File: src/rtl/byte_serializer_tx.sv
module byte_serializer_tx #(
  parameter int WIDTH  = 8,
  parameter int COPIES = 2
) (
  input  logic              clk,
  input  logic              rst_n,
  input  logic              bit_en,
  input  logic [WIDTH-1:0]  par_data,
  input  logic [COPIES-1:0] ser_oe,
  output logic              byte_clk,
  output logic [COPIES-1:0] ser_out
);
  localparam int CW = (WIDTH > 1) ? $clog2(WIDTH) : 1;
  localparam logic [CW-1:0] CAP_AT = CW'(WIDTH/2 - 1);
  localparam logic [CW-1:0] LAST   = CW'(WIDTH - 1);
  localparam logic [CW-1:0] HALF   = CW'(WIDTH/2);

  logic [CW-1:0]    bit_cnt;
  logic [WIDTH-1:0] hold_q, shift_q;
  logic             loaded_q;

  wire load_stb = bit_en && (bit_cnt == LAST);
  wire cap_stb  = bit_en && (bit_cnt == CAP_AT);

  assign byte_clk = (bit_cnt >= HALF);

  always_ff @(posedge clk or negedge rst_n) begin
    if (!rst_n)     bit_cnt <= '0;
    else if (bit_en) bit_cnt <= (bit_cnt == LAST) ? '0 : bit_cnt + 1'b1;
  end

  always_ff @(posedge clk or negedge rst_n) begin
    if (!rst_n)       hold_q <= '0;
    else if (cap_stb) hold_q <= par_data;
  end

  always_ff @(posedge clk or negedge rst_n) begin
    if (!rst_n) begin
      shift_q  <= '0;
      loaded_q <= 1'b0;
    end else if (load_stb) begin
      shift_q  <= hold_q;
      loaded_q <= 1'b1;
    end else if (bit_en) begin
      shift_q  <= {shift_q[WIDTH-2:0], 1'b0};
    end
  end


  bclk_hold_chk: assert property (@(posedge clk) disable iff (!rst_n)
    !bit_en |=> $stable(byte_clk));

  freeze_chk: assert property (@(posedge clk) disable iff (!rst_n)
    !bit_en |=> ($stable(shift_q) && $stable(hold_q)));

  cap_phase_chk: assert property (@(posedge clk) disable iff (!rst_n)
    cap_stb |=> $rose(byte_clk));

  load_phase_chk: assert property (@(posedge clk) disable iff (!rst_n)
    load_stb |-> byte_clk);

  load_wrap_chk: assert property (@(posedge clk) disable iff (!rst_n)
    load_stb |=> (!byte_clk && bit_cnt == '0));

  idle_zero_chk: assert property (@(posedge clk) disable iff (!rst_n)
    !loaded_q |-> (shift_q == '0));

  for (genvar i = 0; i < COPIES; i++) begin : g_copy
    assign ser_out[i] = ser_oe[i] & shift_q[WIDTH-1];

    copy_agree_chk: assert property (@(posedge clk) disable iff (!rst_n)
      (ser_oe[i] && ser_oe[0]) |-> (ser_out[i] == ser_out[0]));
  end
endmodule

File: config.mk
export PLATFORM = sky130hd
export DESIGN_NAME = byte_serializer_tx
export DESIGN_NICKNAME = d
export VERILOG_FILES = /design/src/rtl/byte_serializer_tx.sv
export SDC_FILE = /design/constraint.sdc
export NUM_CORES = 1
export LEC_CHECK = 0
export BUFFER_PORTS_ARGS = -buffer_cell sky130_fd_sc_hd__buf_2
export CORE_MARGIN = 2
export CORE_UTILIZATION = 50
export CTS_BUF_LIST = sky130_fd_sc_hd__clkbuf_4
export CTS_CLUSTER_SIZE = 25
export DETAILED_ROUTE_END_ITERATION = 10
export PLACE_DENSITY = 0.74
export SKIP_LAST_GASP = 1
export SLEW_MARGIN = 20
export SYNTH_ARGS = -nofsm -noshare
export SYNTH_HDL_FRONTEND = slang
export SYNTH_SLANG_ARGS = --single-unit
File: constraint.sdc
create_clock -name clk -period 1.8 [get_ports clk]
set_clock_uncertainty 0.15 [all_clocks]
set_input_delay 0.09 -clock clk [delete_from_list [all_inputs] [get_ports clk]]
set_output_delay 0.09 -clock clk [all_outputs]
set_load 0.05 [all_outputs]
==> impl_summary.md <==
Yosys
Synthesis produced 70 cells. For this run, the number of Yosys warnings is 0. After synthesis the cells add up to 850 um^2.

In this run, synthesis produced a sequential element count of 19. A synthesized cell averages around 12 um^2. The number of different library cells used by synthesis comes to 17. Of the synthesized area, sequential elements account for 0.560.

After synthesis, the cell types taking the most area are dfrtp_1 56%, mux2_2 11%, mux2i_1 9.4%, ha_1 5.9%, a21oi_1 4.1%. The number of nets handed over by synthesis was 87. The portion of synthesized cell area occupied by the leading cell type is 0.560. The biggest area contributor in the post-synthesis netlist is dfrtp_1.

Critical path
The most frequent cell on the critical path is ha_1. The delay of the slowest critical-path stage is 0.41 ns. The critical path data required time is approximately 1.9 ns.

The category of the most critical setup path is flop to flop. The critical-path maximum fanout is 10. The element type at the critical path start is a flop. The signal on the critical path passes through ha_1 -> ha_1 -> or3b_1 -> o21ai_0. For the worst setup path, the data arrival time is approximately 1.8 ns. The slowest library cell on the worst path is dfrtp_1. The number of buffers and inverters on the critical path is 0.

The critical path's top delay family is adder cells. The worst setup path is captured at a flop.

Final layout
In the layout the commonest cells are 19 x dfrtp_1, 15 x buf_2, 9 x dlygate4sd3_1. The synthesis-to-finish area growth is 23.0%. 0 antenna diodes ended up in the layout.

The share of cells above drive strength 1 is 0.305. Leaving out fill and tap cells, the most frequent cell in the layout is dfrtp_1. The finished cells cover between 1000 and 1500 um^2.

After the last flow step, the layout net total stands at 113. For this run, the share of the core covered by cells in the final layout is 0.678.

CTS
The TritonCTS clock tree is built. No sink is reached through more buffers than the 2 on the longest clock path. The clock-pin slew on the worst setup and hold paths is between 0.1 and 0.15 ns. After clock tree synthesis, the repair step resized 0 gates. Clock tree synthesis selected as its root buffer the cell clkbuf_4. The insertion delay to the later sink of the worst-skew pair is 0.30 ns. In this run the number of H-tree levels came out at 1. The clock drives 19 sinks. The number of CTS-inserted buffers is 3.

Placed design
The routability congestion estimate is 0.689. The HPWL after detailed placement is 837 um. The count of input and output buffers is 15. The placed cell area is slightly above 900 um^2.

GRT
In the global route stage, overall resource usage came out at 0.158. The via count of the first global-routing pass came to 529. After global routing the overflow that remains totals 0. The initial antenna violation count was 0.

The global-route wire length before repair is 2.26 mm. The maximum number of pins on one net before global-route repair is 22.

Floorplanning
In this run the core area contains 14 standard-cell rows. The initial utilization of the core area, before any placement, comes to 0.551. The boundary pin count is 16. The floorplan die area is 2040 um^2. From bottom edge to top edge, the die measures 45.2 um.

The area of the placeable core is 1540 um^2. The x dimension of the die is 45.2 um.

STA
The final max-slew violation count is 0. The total negative setup slack is 0 ns. In the finished design, the share of the clock period the worst path needs comes to 0.947. Headroom to the max-slew limit came out at 0.667. The post-route minimum period is 1.70 ns. At the pin with the least slew margin, the transition time is 0.500 ns. The number of hold-slack violations in the final timing report came to 0. The top achievable clock speed is 587 MHz. Across all hold checks on the routed design, the worst slack comes to between 0.07 and 0.08 ns.

Setup repair after global routing left no endpoint under its margin. Setup violations remaining at the end of the flow were counted as 0.

Routing
The final wirelength is 1.28 mm. Using the TritonRoute via totals, the vias-per-cell ratio works out to 4.96. The number of nets still failing antenna checks after routing is 0. For this block, the via count after detailed routing is 551. Dividing the detail-routed wire length by the instance count gives 11.5 um. The number of violations reported at the end of detailed-routing iteration 0 is 11. The DRC violations left is 0. The length of the first detailed-routing pass in iterations is 4.

Power and ir drop
The worst vdd rail ir drop is between 0.7 and 0.8 mV. The leakage power of the design is 0.000493 uW. Power spread over the standard cell area amounts to approximately 1300 nW/um^2.

Worst hold path
The tightest min-delay check is of the primary input to flop type.

Run
The tool flagged a number of max-cap violations equal to 0.

Outcome
The flow ran to the end, and the final reports show no timing, DRC or antenna violations.
==> synth_stat cells, drive strengths merged <==
master / number
nand3: 1
o21ai: 2
mux2i: 8
buf: 3
a21oi: 7
inv: 4
and2: 2
dfrtp: 19
o22ai: 1
clkbuf: 1
nand2: 2
ha: 4
nor2: 7
or3b: 1
mux2: 8
==> cell type report <==
class	instances	area [um^2]
clock buffer	3	22.5
clock inverter	1	5.00
fill	126	497
inverter	4	15.0
multi-input combinational	43	334
sequential	19	475
tap	16	20.0
timing repair buffer	25	173
==> stage by stage <==
stage                     total power, uW  worst slack (ns)  cells
after detailed placement             1140             0.114     98
after global placement               1130             0.156     98
final                                1350            0.0960    111
after CTS                            1370            0.0808    111
after global routing                 1470            0.0258    111
after floorplan                      1050             0.274     70
==> kinds of logic (layout without fill, tap and decap cells) <==
logic type | after synthesis | count (layout) | synth area share
flops | 19 | 19 | 0.560
mux | 16 | 16 | 0.200
fa+ha+maj | 4 | 4 | 0.0589
buf+inv | 8 | 33 | 0.0471
simple gates | 13 | 13 | 0.0736
compound gates | 10 | 10 | 0.0604
==> final timing paths <==
check	from	end	slack, ns	depth (start not counted)
max reg2reg	bit_cnt[0]	bit_cnt[0]	0.1	4
max in group asynchronous	rst_n	shift_q[0]	1.12	2
min in group asynchronous	rst_n	bit_cnt[1]	0.09	2
min reg2reg	hold_q[2]	hold_q[2]	0.37	1
min	bit_en	shift_q[6]	0.08	3
max	bit_cnt[0]	bit_cnt[0]	0.1	4
==> flip-flops by register name, indices dropped and copies added (netlist names) <==
register and cells:
hold_q 8, shift_q 8, bit_cnt 3
==> power by group <==
group / switching, uW / total (uW) / internal [uW]
sequential: 90.4 / 688 / 598
clock: 128 / 210 / 82.7
combinational: 238 / 456 / 217
total: 456 / 1350 / 898
==> routing by layer <==
metal | vias up | track usage | wire length [um]
met5 | - | 0 | 0
met4 | 0 | 0.0706 | 0
met3 | 0 | 0.0360 | 66
met2 | 16 | 0.237 | 612
met1 | 250 | 0.218 | 597
li1 | 285 | - | -
==> worst reg2reg max path: cells and delay by family, from the launching register on <==
kind / cells / cell delay [ns]
simple gates: 1 / 0.41
flops: 1 / 0.41
compound gates: 1 / 0.08
fa+ha+maj: 2 / 0.58
==> what timing repair did <==
action                                 4_1_cts  5_1_grt
hold buffers                                 9        0
endpoints found under the hold margin       27        0
buffers inserted                             0        0
No activity file was read; power rests on OpenSTA's default activity.
